### src/rtl/lane_exec_pkg.sv
package lane_exec_pkg;
  typedef enum logic {
    PH_IDLE = 1'b0,
    PH_RUN  = 1'b1
  } phase_e;

  typedef struct packed {
    logic eob;
    logic tfetch;
  } iflags_t;
endpackage

### src/rtl/lane_exec_vpmap.sv
module lane_exec_vpmap #(
  parameter int VPS   = 4,
  parameter int LANES = 4,
  localparam int SLOT_W = (VPS > 1) ? $clog2(VPS) : 1,
  localparam int LANE_W = (LANES > 1) ? $clog2(LANES) : 1,
  localparam int VP_W   = ((VPS * LANES) > 1) ? $clog2(VPS * LANES) : 1
) (
  input  logic [SLOT_W-1:0] slot,
  input  logic [LANE_W-1:0] lane,
  output logic [VP_W-1:0]   vp
);
  localparam bit LANES_POW2 = (LANES > 1) && ((LANES & (LANES - 1)) == 0);

  generate
    if (LANES_POW2) begin : g_concat
      localparam int CW = SLOT_W + LANE_W;
      logic [CW-1:0] joined;
      assign joined = {slot, lane};
      assign vp = VP_W'(joined);
    end else begin : g_mult
      int unsigned prod;
      assign prod = int'(slot) * LANES + int'(lane);
      assign vp = VP_W'(prod);
    end
  endgenerate
endmodule

### src/rtl/lane_exec_issue.sv
module lane_exec_issue
  import lane_exec_pkg::*;
(
  input  logic    run,
  input  iflags_t fl,
  input  logic    iss_ready,
  input  logic    tf_ready,
  output logic    iss_valid,
  output logic    tf_valid,
  output logic    fire
);
  // A thread-fetch word goes out only when the front end can take it too,
  // so both handshakes complete on the same edge.
  assign iss_valid = run && (!fl.tfetch || tf_ready);
  assign tf_valid  = run && fl.tfetch && iss_ready;
  assign fire      = iss_valid && iss_ready;
endmodule

### src/rtl/lane_exec_ctrl.sv
module lane_exec_ctrl
  import lane_exec_pkg::*;
#(
  parameter int VPS   = 4,
  parameter int IDX_W = 6,
  localparam int SLOT_W = (VPS > 1) ? $clog2(VPS) : 1
) (
  input  logic              clk,
  input  logic              rst_n,
  input  logic              dir_valid,
  input  logic              dir_bcast,
  input  logic [SLOT_W-1:0] dir_slot,
  input  logic [IDX_W-1:0]  dir_idx,
  input  logic              fire,
  input  logic              eob,
  output logic              dir_ready,
  output logic              run,
  output logic [IDX_W-1:0]  pc,
  output logic [SLOT_W-1:0] slot
);
  localparam logic [SLOT_W-1:0] SLOT_LAST = SLOT_W'(VPS - 1);

  phase_e            ph_q, ph_d;
  logic              bc_q, bc_d;
  logic [SLOT_W-1:0] slot_q, slot_d;
  logic [IDX_W-1:0]  pc_q, pc_d;
  logic [IDX_W-1:0]  base_q, base_d;
  logic              accept;
  logic              ld;

  always_comb begin
    ph_d   = ph_q;
    bc_d   = bc_q;
    slot_d = slot_q;
    pc_d   = pc_q;
    base_d = base_q;
    accept = dir_valid && (ph_q == PH_IDLE);
    if (accept) begin
      ph_d   = PH_RUN;
      bc_d   = dir_bcast;
      slot_d = dir_bcast ? '0 : dir_slot;
      pc_d   = dir_idx;
      base_d = dir_idx;
    end else if (fire) begin
      if (!eob) begin
        pc_d = pc_q + 1'b1;
      end else if (bc_q && (slot_q != SLOT_LAST)) begin
        slot_d = slot_q + 1'b1;
        pc_d   = base_q;
      end else begin
        ph_d = PH_IDLE;
      end
    end
  end

  assign ld = accept || fire;

  always_ff @(posedge clk or negedge rst_n) begin
    if (!rst_n) begin
      ph_q   <= PH_IDLE;
      bc_q   <= 1'b0;
      slot_q <= '0;
      pc_q   <= '0;
      base_q <= '0;
    end else if (ld) begin
      ph_q   <= ph_d;
      bc_q   <= bc_d;
      slot_q <= slot_d;
      pc_q   <= pc_d;
      base_q <= base_d;
    end
  end

  assign dir_ready = (ph_q == PH_IDLE);
  assign run       = (ph_q == PH_RUN);
  assign pc        = pc_q;
  assign slot      = slot_q;

  // the issue stage may only hand over a micro-operation while running
  p_fire_only_running_r9: assert property (@(posedge clk) disable iff (!rst_n)
    fire |-> (ph_q == PH_RUN));

  // finishing a non-last VP of a broadcast stays busy on the next slot
  p_next_slot_r3: assert property (@(posedge clk) disable iff (!rst_n)
    (fire && eob && bc_q && (slot_q != SLOT_LAST)) |=>
      (ph_q == PH_RUN) && (slot_q == $past(slot_q) + 1'b1));
endmodule

### src/rtl/lane_exec_seq.sv
module lane_exec_seq
  import lane_exec_pkg::*;
#(
  parameter int VPS     = 4,
  parameter int LANES   = 4,
  parameter int IDX_W   = 6,
  parameter int INSTR_W = 16,
  localparam int SLOT_W = (VPS > 1) ? $clog2(VPS) : 1,
  localparam int LANE_W = (LANES > 1) ? $clog2(LANES) : 1,
  localparam int VP_W   = ((VPS * LANES) > 1) ? $clog2(VPS * LANES) : 1
) (
  input  logic               clk,
  input  logic               rst_n,
  input  logic [LANE_W-1:0]  lane_id,
  input  logic               dir_valid,
  output logic               dir_ready,
  input  logic               dir_bcast,
  input  logic [SLOT_W-1:0]  dir_slot,
  input  logic [IDX_W-1:0]   dir_idx,
  output logic [IDX_W-1:0]   cache_addr,
  input  logic [INSTR_W-1:0] cache_rdata,
  output logic               iss_valid,
  input  logic               iss_ready,
  output logic [VP_W-1:0]    iss_vp,
  output logic [INSTR_W-1:0] iss_instr,
  output logic               tf_valid,
  input  logic               tf_ready,
  output logic [VP_W-1:0]    tf_vp,
  output logic [IDX_W-1:0]   tf_addr
);
  logic              run;
  logic              fire;
  logic [SLOT_W-1:0] slot;
  logic [VP_W-1:0]   vp;
  iflags_t           fl;

  assign fl = '{eob: cache_rdata[INSTR_W-1], tfetch: cache_rdata[INSTR_W-2]};

  lane_exec_ctrl #(.VPS(VPS), .IDX_W(IDX_W)) u_ctrl (
    .clk       (clk),
    .rst_n     (rst_n),
    .dir_valid (dir_valid),
    .dir_bcast (dir_bcast),
    .dir_slot  (dir_slot),
    .dir_idx   (dir_idx),
    .fire      (fire),
    .eob       (fl.eob),
    .dir_ready (dir_ready),
    .run       (run),
    .pc        (cache_addr),
    .slot      (slot)
  );

  lane_exec_issue u_issue (
    .run       (run),
    .fl        (fl),
    .iss_ready (iss_ready),
    .tf_ready  (tf_ready),
    .iss_valid (iss_valid),
    .tf_valid  (tf_valid),
    .fire      (fire)
  );

  lane_exec_vpmap #(.VPS(VPS), .LANES(LANES)) u_vpmap (
    .slot (slot),
    .lane (lane_id),
    .vp   (vp)
  );

  assign iss_vp    = vp;
  assign tf_vp     = vp;
  assign iss_instr = cache_rdata;
  assign tf_addr   = cache_rdata[IDX_W-1:0];

  // accepted directive starts at its own index and blocks further ones
  p_first_read_r1: assert property (@(posedge clk) disable iff (!rst_n)
    (dir_valid && dir_ready) |=> (!dir_ready && (cache_addr == $past(dir_idx))));

  // a word without end-of-block moves the read index up by one
  p_step_r2: assert property (@(posedge clk) disable iff (!rst_n)
    (iss_valid && iss_ready && !cache_rdata[INSTR_W-1]) |=>
      (cache_addr == IDX_W'($past(cache_addr) + 1'b1)));

  // a thread-fetch request is only offered together with a taken issue
  p_tf_pair_r6: assert property (@(posedge clk) disable iff (!rst_n)
    tf_valid |-> (iss_ready && (tf_vp == iss_vp)));

  // while nothing is issued during a directive the read index holds
  p_stall_hold_r7: assert property (@(posedge clk) disable iff (!rst_n)
    (!dir_ready && !iss_valid) |=> $stable(cache_addr));

  // back-pressure from the functional unit freezes index and VP
  p_backpressure_r8: assert property (@(posedge clk) disable iff (!rst_n)
    (iss_valid && !iss_ready) |=> ($stable(cache_addr) && $stable(iss_vp)));

  // nothing is offered while idle
  p_idle_quiet_r9: assert property (@(posedge clk) disable iff (!rst_n)
    dir_ready |-> (!iss_valid && !tf_valid));
endmodule

### config.mk
export PLATFORM = sky130hd
export DESIGN_NAME = lane_exec_seq
export DESIGN_NICKNAME = d
export VERILOG_FILES = /design/src/rtl/lane_exec_pkg.sv /design/src/rtl/lane_exec_vpmap.sv /design/src/rtl/lane_exec_issue.sv /design/src/rtl/lane_exec_ctrl.sv /design/src/rtl/lane_exec_seq.sv
export SDC_FILE = /design/constraint.sdc
export NUM_CORES = 1
export LEC_CHECK = 0
export BUFFER_PORTS_ARGS = -buffer_cell sky130_fd_sc_hd__buf_4
export CAP_MARGIN = 20
export CELL_PAD_IN_SITES_DETAIL_PLACEMENT = 1
export CELL_PAD_IN_SITES_GLOBAL_PLACEMENT = 1
export CORE_UTILIZATION = 29
export DETAILED_ROUTE_END_ITERATION = 8
export PLACE_DENSITY_LB_ADDON = 0.1
export SLEW_MARGIN = 20
export SYNTH_ARGS = -nofsm -noshare
export SYNTH_HDL_FRONTEND = slang
export SYNTH_HIERARCHICAL = 1
export SYNTH_SLANG_ARGS = --single-unit
### constraint.sdc
create_clock -name clk -period 1.9 [get_ports clk]
set_input_delay 0.38 -clock clk [delete_from_list [all_inputs] [get_ports clk]]
set_output_delay 0.38 -clock clk [all_outputs]
set_load 0.02 [all_outputs]
## After elaboration in Yosys (flattened, before gate mapping)

Cells that the tools add are included.

| word-level totals | value |
|---|---|
| register bits | 16 |
| bits of input ports | 32 |
| logic and storage cells | 40 |

| cells by class | value |
|---|---|
| add/subtract/negate cells | 2 |
| equality and inequality tests | 3 |
| multiplexer cells | 13 |
| bitwise operators | 1 |
| reduce and logical (&&, ||, !) cells | 16 |

Operator list:

| operator | count |
|---|---|
| 2-to-1 mux 6 bit | 4 |
| 2-to-1 mux 2 bit | 5 |
| AND reduction 4 bit | 2 |
| adder 6 x 1 -> 6 bit, second input constant | 1 |
| logical AND 1 bit | 6 |
| nonzero test 2 bit | 3 |
| 2-to-1 mux 1 bit | 4 |
| inequality test 3 x 1 -> 1 bit, second input constant | 1 |
| AND reduction 3 bit | 1 |
| adder 2 x 1 -> 2 bit, second input constant | 1 |
| logical OR 1 bit | 2 |
| inequality test 2 x 1 -> 1 bit, second input constant | 1 |
| inequality test 2 bit, second input constant | 1 |
| AND reduction 2 bit | 1 |
| logical NOT 1 bit | 1 |
| inverter 1 bit | 1 |

## Longest topological paths before layout

Gate-level depths: netlist of run 1.

| logic depth | value |
|---|---|
| depth in word-level cells | 6 |
| mapped depth | 6 |
| mapped depth without buffers | 6 |

## Cells and area by module

The synthesis of run 1 kept the hierarchy.

By module, submodules not included:

| module | times used | cells each | area an instance (sq um) | seq. area each (sq um) |
|---|---|---|---|---|
| lane_exec_ctrl | 1 | 94 | 892.1 | 400.4 |
| lane_exec_seq | 1 | 26 | 195.2 | 0.0 |
| lane_exec_issue | 1 | 5 | 30.0 | 0.0 |
| lane_exec_vpmap | 1 | 4 | 30.0 | 0.0 |

## Least setup slack after synthesis of run 1

OpenSTA, ideal clock, no wires.

| timing path | value |
|---|---|
| kind | input to register |
| from | input port tf_ready |
| to | register u_ctrl.pc_q[4], in the netlist u_ctrl/pc[4] |
| library setup time | 0.126 ns |
| data arrival time | 1.481 ns |
| slack | 0.293 ns |
| cell stages on the path | 6 |
| path through | inv_1 a21oi_1 nor2b_4 a211oi_4 nor2_1 a221o_1 |

| between the ends | value |
|---|---|
| longest elaborated chain between the ends | 5 |
| elaborated cells on any way between the ends | 6 |
| classes of those cells | 6 x reduce/logical |

Ends and longest elaborated chain:

| element | RTL line | RTL |
|---|---|---|
| start: declaration | lane_exec_seq.sv:27 | `input logic tf_ready,` |
| logical OR 1 bit (*) | lane_exec_issue.sv:14 | `assign iss_valid = run && (!fl.tfetch \|\| tf_ready);` |
| logical AND 1 bit (*) | lane_exec_issue.sv:14 |  |
| logical AND 1 bit (*) | lane_exec_issue.sv:16 | `assign fire = iss_valid && iss_ready;` |
| net fire | lane_exec_seq.sv:32 | `logic fire;` |
| nonzero test 2 bit (no line) / logical OR 1 bit (equally long branches) | -- |  |
| AND reduction 3 bit (no line) (*) | -- |  |
| end signal: assignment | lane_exec_ctrl.sv:69 | `pc_q <= pc_d;` |
| end: declaration | lane_exec_ctrl.sv:26 | `logic [IDX_W-1:0] pc_q, pc_d;` |

The timed path passes the listed nets; every way through them passes the cells marked *.
A chain may end at the register's enable or synchronous reset.

## Final worst setup path of run 1

| timing path | value |
|---|---|
| from | register u_ctrl.slot_q[0], in the netlist u_ctrl/slot[0] |
| to | register u_ctrl.pc_q[5], in the netlist u_ctrl/pc[5] |

| between the ends | value |
|---|---|
| longest elaborated chain between the ends | 4 |

Ends and longest elaborated chain:

| element | RTL line | RTL |
|---|---|---|
| start: declaration | lane_exec_ctrl.sv:25 | `logic [SLOT_W-1:0] slot_q, slot_d;` |
| start signal: assignment | lane_exec_ctrl.sv:68 | `slot_q <= slot_d;` |
| inequality test 2 bit | lane_exec_ctrl.sv:47 | `end else if (bc_q && (slot_q != SLOT_LAST)) begin` |
| logical AND 1 bit | lane_exec_ctrl.sv:47 |  |
| inequality test 3 x 1 -> 1 bit (no line) | -- |  |
| AND reduction 3 bit (no line) | -- |  |

Every way passes these cells.

==> impl_metrics.toml, run 1 <==
[outcome]
status = "completed"

[power_and_ir_drop]
ir_drop_uv = 685
leakage_nw = 0.655
comb_power_share_pct = 50.2
clock_power_share_pct = 15.9
seqPwrFrac_pct = 33.9
switching_power_uw = 765
power.total_mw = 1.93
internal_power_mw = 1.16
switching_share_pct = 39.7
power.density_mw_per_mm2 = 1500

[cells_and_area]
antenna_cells = 0
mostFrequentLayoutCell = "buf_4"
final_cell_mix = "buf_4, nand2_1, dfrtp_1"
drive_gt1_share_pct = 37.5
syn2layout_area_growth_pct = 12.0
fin_nets = 171

[logic_synthesis]
synth_seq_area_share_pct = 34.9
ys_types = 30
syn-num-nets = 163
synth_cells = 129
synthArstFlopShare_pct = 100
ys_warn_count = 6
synth_area_mm2 = 0.00115
ys_ff_latch = 16
ys.flop_type = "dfrtp_1"
synth_edf_count = 0
syn_avg_cell_area_um2 = 8.89

[die]
core_mm2 = 0.00372
ioPinCount = 71
die_h_um = 64.9
die_w_um = 64.9
rows = 22
start_util_pct = 30.9
die-area_mm2 = 0.00421

[global_route]
antenna_found_initial = 0
grt_pass1_vias = 896
grt_max_degree = 18
grt.total_usage_pct = 13.3
grt_pass1_wl_um = 4220
overflow = 0

[clocking]
insertion_delay_ns = 0.25
cts_root_buf = "clkbuf_8"
clock_path_buffers = 2
cts.reportedPaths.clkPinSlew_ns = 0.07
cts_tree = "done"
clock-sinks = 16
htreeDepth = 1
cts_buffers = 3

[timing]
drv_slew = 0
fmax_mhz = 593
worstMarginPinSlew_ns = 0.395
finalHoldViolations = 0
setup_viol = 0
rsz0062_at_grt = "false"
clock-skew-final_ns = 0.00307
finalCritPeriodShare_pct = 88.7
setup_tns_ns = 0
hold_slack_ns = 0.335
slew_headroom_pct = 73.7
post-route-min-period_ns = 1.69

[run]
drv_cap = 0

[setup_path]
path_cells = "ha_1, and2b_4, a211oi_4, buf_4, buf_4, a22o_2, nor3_2"
end_kind = "flip-flop"
crit_top_cell = "buf_4"
worstSetupStartpointType = "flip-flop"
cp_max_fo = 9
cpPeakStageDelay_ns = 0.42
cp.required_ns = 2.07
r2r_start = "u_ctrl/slot[0]$_DFFE_PN0P_"
critPathTopFamily = "flip-flops"
cpMaxStageDelayCell = "dfrtp_1"
critical_path_class = "reg -> reg"
crit_arrival_ns = 1.86
crit_start = "u_ctrl/slot[0]$_DFFE_PN0P_"
worstPathBufferInverterCount = 2

[route]
drtAntennaViolNets = 0
drt-pass1-iter-count = 2
drt_iter0_drc = 8
wire_per_inst_um = 13.7
via_per_inst = 4.58
vias = 842
drcViolationCount = 0
wirelength_um = 2520

[min_path]
hold_start = "dir_idx[0]"
hp-class = "in -> reg"

[placement]
gp_congestion = 0.718
dp_hpwl_um = 1820
port_buffers = 30
final timing paths:
check / depth (start not counted) / to / slack (ns)
worst max-delay path: 7 / u_ctrl/pc[5]$_DFFE_PN0P_ / 0.21
max in group asynchronous: 2 / u_ctrl/pc[5]$_DFFE_PN0P_ / 1.17
worst min register to register: 2 / u_ctrl/base_q[2]$_DFFE_PN0P_ / 0.48
worst min-delay path: 3 / u_ctrl/base_q[0]$_DFFE_PN0P_ / 0.34
min in group asynchronous: 2 / u_ctrl/base_q[2]$_DFFE_PN0P_ / 0.53
worst max register to register: 7 / u_ctrl/pc[5]$_DFFE_PN0P_ / 0.21
power groups by stage:
stage          clock, mW  sequential (mW)  combinational (mW)
2_1_floorplan          0            0.700               0.674
3_3_place_gp           0            0.656               0.934
3_5_place_dp           0            0.665               0.952
4_1_cts            0.322            0.658               0.958
5_1_grt            0.342            0.683                1.07
6_report           0.306            0.652               0.968
per-stage QoR:
stage               cells  utilization (%)  setup slack (ns)  instance area, µm²
detailed placement    177             32.4            0.0382                1200
global placement      177             32.4             0.104                1200
global route          184             34.6            0.0917                1280
finish                184             34.6             0.215                1280
CTS                   182             34.2            0.0314                1270
floorplan             129                -             0.293                1150
sequential cells by signal (all words and copies together) (netlist names):
signal         flops
u_ctrl/slot        2
u_ctrl/bc_q        1
u_ctrl/run         1
u_ctrl/pc          6
u_ctrl/base_q      6
cells in the mapped netlist (3+ instances only):
cell type   n  area share (%)
a21oi_1     4             1.7
buf_4      30              20
dfrtp_1    16              35
inv_1       5             1.6
mux2_2      3             2.9
nand2_1    28             9.2
nand3_1     3             1.3
nor2_1      3            0.98
o21ai_0     8             3.5
xor2_1      3             2.3
cell type report:
cell class	count	area, µm²
well taps	48	60.1
repair buffers	37	280
multi-input cells	74	470
clock buffers	4	55.1
flip-flops and latches	16	400
inverters	5	18.8
fillers	451	2430
per-layer routing:
| metal | wire (µm) | global-route usage (%) | up-vias |
|---|---|---|---|
| li1 | - | - | 408 |
| met1 | 1100 | 14.8 | 406 |
| met2 | 1250 | 23.8 | 20 |
| met3 | 146 | 4.23 | 8 |
| met4 | 29 | 3.61 | 0 |
| met5 | 0 | 0 | - |
timing repair:
item                                   4_1_cts  5_1_grt
endpoints found under the hold margin       16        0
hold buffers                                 1        0
buffers inserted                             0        2
resized for setup                            0        0
setup endpoints to repair                    0        2
logic make-up after synthesis:
| logic type | Yosys count | share of synthesized area (%) |
|---|---|---|
| and+or+nand+nor | 46 | 20.4 |
| buffers and inverters | 39 | 24.1 |
| AOI/OAI and AO/OA | 18 | 11.5 |
| DFF | 16 | 34.9 |
| muxes | 5 | 4.69 |
| xor gates and xnor gates | 3 | 2.29 |
| adders and majority gates | 2 | 2.18 |
worst min-delay path, cell delays in order:
cell and delay, ns:
buf_4 0.07, nand2_1 0.05, nand2_1 0.05
Note: power is estimated with default switching activity, not from simulation.
==> run 2, diff against run 1 <==
--- a/config.mk
+++ b/config.mk
@@ -12,6 +12,7 @@
 export CORE_UTILIZATION = 29
 export DETAILED_ROUTE_END_ITERATION = 8
 export PLACE_DENSITY_LB_ADDON = 0.1
+export RECOVER_POWER = 50
 export SLEW_MARGIN = 20
 export SYNTH_ARGS = -nofsm -noshare
 export SYNTH_HDL_FRONTEND = slang
==> impl_metrics.toml, run 2 (synthesis results as in run 1) <==
[outcome]
status = "completed"

[power_and_ir_drop]
seqPwrFrac_pct = 33.9
internal_power_mw = 1.16
leakage_nw = 0.652
switching_power_uw = 765
ir_drop_uv = 685
power.total_mw = 1.92
clock_power_share_pct = 15.9
switching_share_pct = 39.7
comb_power_share_pct = 50.2
power.density_mw_per_mm2 = 1500

[cells_and_area]
antenna_cells = 0
finish.instance_area_mm2 = 0.00128
register_area_um2 = 400
drive_gt1_share_pct = 36.8
syn2layout_area_growth_pct = 11.7
mostFrequentLayoutCell = "buf_4"
fillers = 451
final_cell_mix = "buf_4, nand2_1, dfrtp_1"
multiInputGateArea_um2 = 470
fin_nets = 171

[route]
drt_iter0_drc = 9
vias = 842
wirelength_um = 2520
drcViolationCount = 0
drt-pass1-iter-count = 2
drtAntennaViolNets = 0
wire_per_inst_um = 13.7
via_per_inst = 4.58

[setup_path]
cpPeakStageDelay_ns = 0.42
end_kind = "flip-flop"
cpMaxStageDelayCell = "dfrtp_1"
worstPathBufferInverterCount = 1
cp.required_ns = 2.03
cp_max_fo = 9
critical_path_class = "reg -> reg"
worstSetupStartpointType = "flip-flop"
crit_arrival_ns = 1.82
critPathTopFamily = "compound AO/OA/AOI/OAI gates"
path_cells = "ha_1, and2b_4, a211oi_4, buf_4, nor2_1, a221o_1"

[clocking]
cts.reportedPaths.clkPinSlew_ns = 0.07
cts_root_buf = "clkbuf_8"
clock-sinks = 16
htreeDepth = 1
cts_buffers = 3
insertion_delay_ns = 0.25
clock_path_buffers = 2
cts_tree = "done"

[placement]
dpl_cell_area_mm2 = 0.00120
gp_congestion = 0.718
port_buffers = 30
dp_hpwl_um = 1820

[run]
drv_cap = 0

[timing]
post-route-min-period_ns = 1.69
clock-skew-final_ns = 0.00283
fmax_mhz = 593
rsz0062_at_grt = "false"
slew_headroom_pct = 36.3
worstMarginPinSlew_ns = 0.956
finalHoldViolations = 0
setup_viol = 0
setup_tns_ns = 0
finalCritPeriodShare_pct = 88.7
drv_slew = 0

[global_route]
grt_pass1_vias = 896
grt_pass1_wl_um = 4220
antenna_found_initial = 0
grt.total_usage_pct = 13.3
overflow = 0
grt_max_degree = 18

[die]
die_w_um = 64.9
rows = 22
start_util_pct = 30.9
core_mm2 = 0.00372
die-area_mm2 = 0.00421
ioPinCount = 71
die_h_um = 64.9

[min_path]
hp-class = "in -> reg"
[run 2: cell types whose count changed in the layout (fill, tap and decap cells not counted)]
cell,delta
buf_4,-1
clkbuf_1,+1
[run 2: power groups by stage]
stage	Sequential, mW	Clock [mW]	Combinational [mW]
global route	0.683	0.342	1.07
detailed placement	0.665	0	0.952
floorplan	0.700	0	0.674
CTS	0.658	0.322	0.958
finish	0.652	0.306	0.966
global placement	0.656	0	0.934
[run 2: worst min-delay path, cell delays in order]
cell,delay [ns]
buf_4,0.07
nand2_1,0.05
nand2_1,0.05
[run 2: routing by layer]
layer,wire length [µm],share of wire (%),vias to the layer above,GRT usage (%)
li1,-,-,408,-
met1,1090,43,406,14.8
met3,146,5.8,8,4.23
met2,1250,50,20,23.8
met4,29,1.2,0,3.61
met5,0,0,-,0
[run 2: layout make-up]
cell class	instances	share of cell area, %
flip-flops and latches	16	31.2
inverters	5	1.46
clock buffers	4	4.30
multi-input cells	74	36.7
well taps	48	4.69
repair buffers	37	21.6
[run 2: path summary, 6_finish.rpt]
path                                                   start                           end  slack [ns]  cells past startpoint
worst max-delay path              u_ctrl/slot[0]$_DFFE_PN0P_      u_ctrl/pc[4]$_DFFE_PN0P_        0.21                      6
worst min-delay path                              dir_idx[0]  u_ctrl/base_q[0]$_DFFE_PN0P_        0.34                      3
worst max register to register    u_ctrl/slot[0]$_DFFE_PN0P_      u_ctrl/pc[4]$_DFFE_PN0P_        0.21                      6
worst min register to register  u_ctrl/base_q[2]$_DFFE_PN0P_  u_ctrl/base_q[2]$_DFFE_PN0P_        0.48                      2
max in group asynchronous                              rst_n      u_ctrl/pc[5]$_DFFE_PN0P_        0.52                      2
min in group asynchronous                              rst_n  u_ctrl/base_q[2]$_DFFE_PN0P_        0.80                      2
[run 2: metrics by stage]
| stage | utilization (%) | setup WS [ns] | std cells | hold slack, ns |
|---|---|---|---|---|
| detailed placement | 32.4 | 0.0382 | 177 | 0.265 |
| CTS | 34.2 | 0.0314 | 182 | 0.333 |
| global placement | 32.4 | 0.104 | 177 | 0.266 |
| floorplan | - | 0.293 | 129 | 0.0844 |
| finish | 34.5 | 0.214 | 184 | 0.335 |
| global route | 34.5 | 0.0917 | 184 | 0.341 |
[run 2: repair_timing]
item	in CTS	in global routing
hold endpoints to repair	16	0
endpoints found under the setup margin	0	2
buffers inserted	0	2
resized for setup	0	0
hold buffers	1	0
==> run 3, diff against run 2 <==
--- a/config.mk
+++ b/config.mk
@@ -9,7 +9,8 @@
 export CAP_MARGIN = 20
 export CELL_PAD_IN_SITES_DETAIL_PLACEMENT = 1
 export CELL_PAD_IN_SITES_GLOBAL_PLACEMENT = 1
-export CORE_UTILIZATION = 29
+export CORE_UTILIZATION = 31
+export CTS_BUF_LIST = sky130_fd_sc_hd__clkbuf_4
 export DETAILED_ROUTE_END_ITERATION = 8
 export PLACE_DENSITY_LB_ADDON = 0.1
 export RECOVER_POWER = 50
==> impl_metrics.toml, run 3 (synthesis results as in run 1) <==
[setup_path]
cp_max_fo = 5
end_kind = "flip-flop"
critical_path_class = "reg -> reg"
cpPeakStageDelay_ns = 0.43
cp.required_ns = 2.08
worstPathBufferInverterCount = 0
critPathTopFamily = "compound AO/OA/AOI/OAI gates"
worstSetupStartpointType = "flip-flop"
path_cells = "ha_1, and2b_4, a211oi_4, nor2_1, a221o_1"
crit_arrival_ns = 1.89
cpMaxStageDelayCell = "dfrtp_1"

[timing]
slew_headroom_pct = 39.2
worstMarginPinSlew_ns = 0.912
post-route-min-period_ns = 1.71
hold_slack_ns = 0.291
fmax_mhz = 584
finalCritPeriodShare_pct = 90.1
worst_slack_ns = 0.189
setup_viol = 0
finalHoldViolations = 0
clock-skew-final_ns = 0.00281
rsz0062_at_grt = "false"
drv_slew = 0
setup_tns_ns = 0

[route]
via_per_inst = 4.66
drtAntennaViolNets = 0
vias = 839
drt_iter0_drc = 12
wirelength_um = 2530
wire_per_inst_um = 14.0
drt-pass1-iter-count = 2
drcViolationCount = 0

[clocking]
cts_root_buf = "clkbuf_4"
clock-sinks = 16
cts_buffers = 3
cts.reportedPaths.clkPinSlew_ns = 0.10
htreeDepth = 1
cts_resized = 0
cts_tree = "done"
insertion_delay_ns = 0.29
clock_path_buffers = 2

[die]
die_w_um = 62.8
start_util_pct = 33.3
die-area_mm2 = 0.00395
rows = 21
ioPinCount = 71
core_mm2 = 0.00344
die_h_um = 62.8

[power_and_ir_drop]
seqPwrFrac_pct = 36.5
power.total_mw = 1.79
switching_share_pct = 42.4
power.density_mw_per_mm2 = 1440
leakage_nw = 0.626
switching_power_uw = 759
ir_drop_uv = 528
clock_power_share_pct = 10.6
comb_power_share_pct = 52.9
internal_power_mw = 1.03

[global_route]
grt.total_usage_pct = 13.1
grt_pass1_vias = 892
antenna_found_initial = 0
grt_max_degree = 18
overflow = 0
grt_pass1_wl_um = 4060

[placement]
dp_hpwl_um = 1820
dpl_cell_area_mm2 = 0.00119
dp.cells = 174
port_buffers = 30
gp_congestion = 0.699
pre_cts_slack_ns = 0.000847

[cells_and_area]
layout.cells.non_filler = 180
post-route-util_pct = 36.0
finish.instance_area_mm2 = 0.00124
antenna_cells = 0
drive_gt1_share_pct = 35.1
mostFrequentLayoutCell = "buf_4"
final_cell_mix = "buf_4, nand2_1, dfrtp_1"
syn2layout_area_growth_pct = 8.07
fillers = 427
fin_nets = 169

[run]
drv_cap = 0

[min_path]
hp-class = "in -> reg"

[outcome]
status = "completed"
[run 3: cell count changes in the layout (fill, tap and decap cells not counted)]
cell,change
buf_4,-3
clkbuf_4,+3
clkinv_1,+1
a211oi_2,+1
clkbuf_8,-4
[run 3: cell type report]
| cell class | instances | area, µm² | share of cell area (%) |
|---|---|---|---|
| sequential | 16 | 400 | 32.3 |
| multi-input combinational | 75 | 483 | 39.0 |
| timing repair buffer | 34 | 254 | 20.5 |
| clock inverter | 1 | 3.75 | 0.303 |
| inverter | 5 | 18.8 | 1.51 |
| clock buffer | 3 | 22.5 | 1.82 |
| tap | 46 | 57.6 | 4.64 |
[run 3: repair_timing]
action,in CTS,in global routing
hold buffers,1,0
buffers inserted,0,0
endpoints found under the setup margin,0,3
endpoints found under the hold margin,16,0
[run 3: worst paths after layout]
check / from / to / slack, ns / cells after the start
max: u_ctrl/slot[0]$_DFFE_PN0P_ / u_ctrl/pc[4]$_DFFE_PN0P_ / 0.19 / 5
min: dir_bcast / u_ctrl/bc_q$_DFFE_PN0P_ / 0.29 / 3
max reg2reg: u_ctrl/slot[0]$_DFFE_PN0P_ / u_ctrl/pc[4]$_DFFE_PN0P_ / 0.19 / 5
min reg2reg: u_ctrl/base_q[5]$_DFFE_PN0P_ / u_ctrl/base_q[5]$_DFFE_PN0P_ / 0.48 / 2
max in group asynchronous: rst_n / u_ctrl/pc[4]$_DFFE_PN0P_ / 0.62 / 2
min in group asynchronous: rst_n / u_ctrl/slot[1]$_DFFE_PN0P_ / 0.73 / 2
[run 3: tightest hold or removal path: cells and delay by family]
family	cells	cell delay, ns
simple gates	2	0.08
buf+inv	1	0.09
[run 3: power groups by stage]
stage	registers, mW	clock network (mW)	logic, mW
after CTS	0.661	0.202	0.946
after detailed placement	0.667	0	0.938
after global placement	0.661	0	0.920
after global routing	0.690	0.212	1.05
after floorplan	0.700	0	0.674
final	0.653	0.190	0.948
[run 3: metal layers]
layer | up-vias | global-route usage (%) | wire length (µm)
li1 | 406 | - | -
met1 | 400 | 15.0 | 1020
met2 | 21 | 23.2 | 1310
met3 | 12 | 4.20 | 144
met4 | 0 | 3.49 | 46
met5 | - | 0 | 0
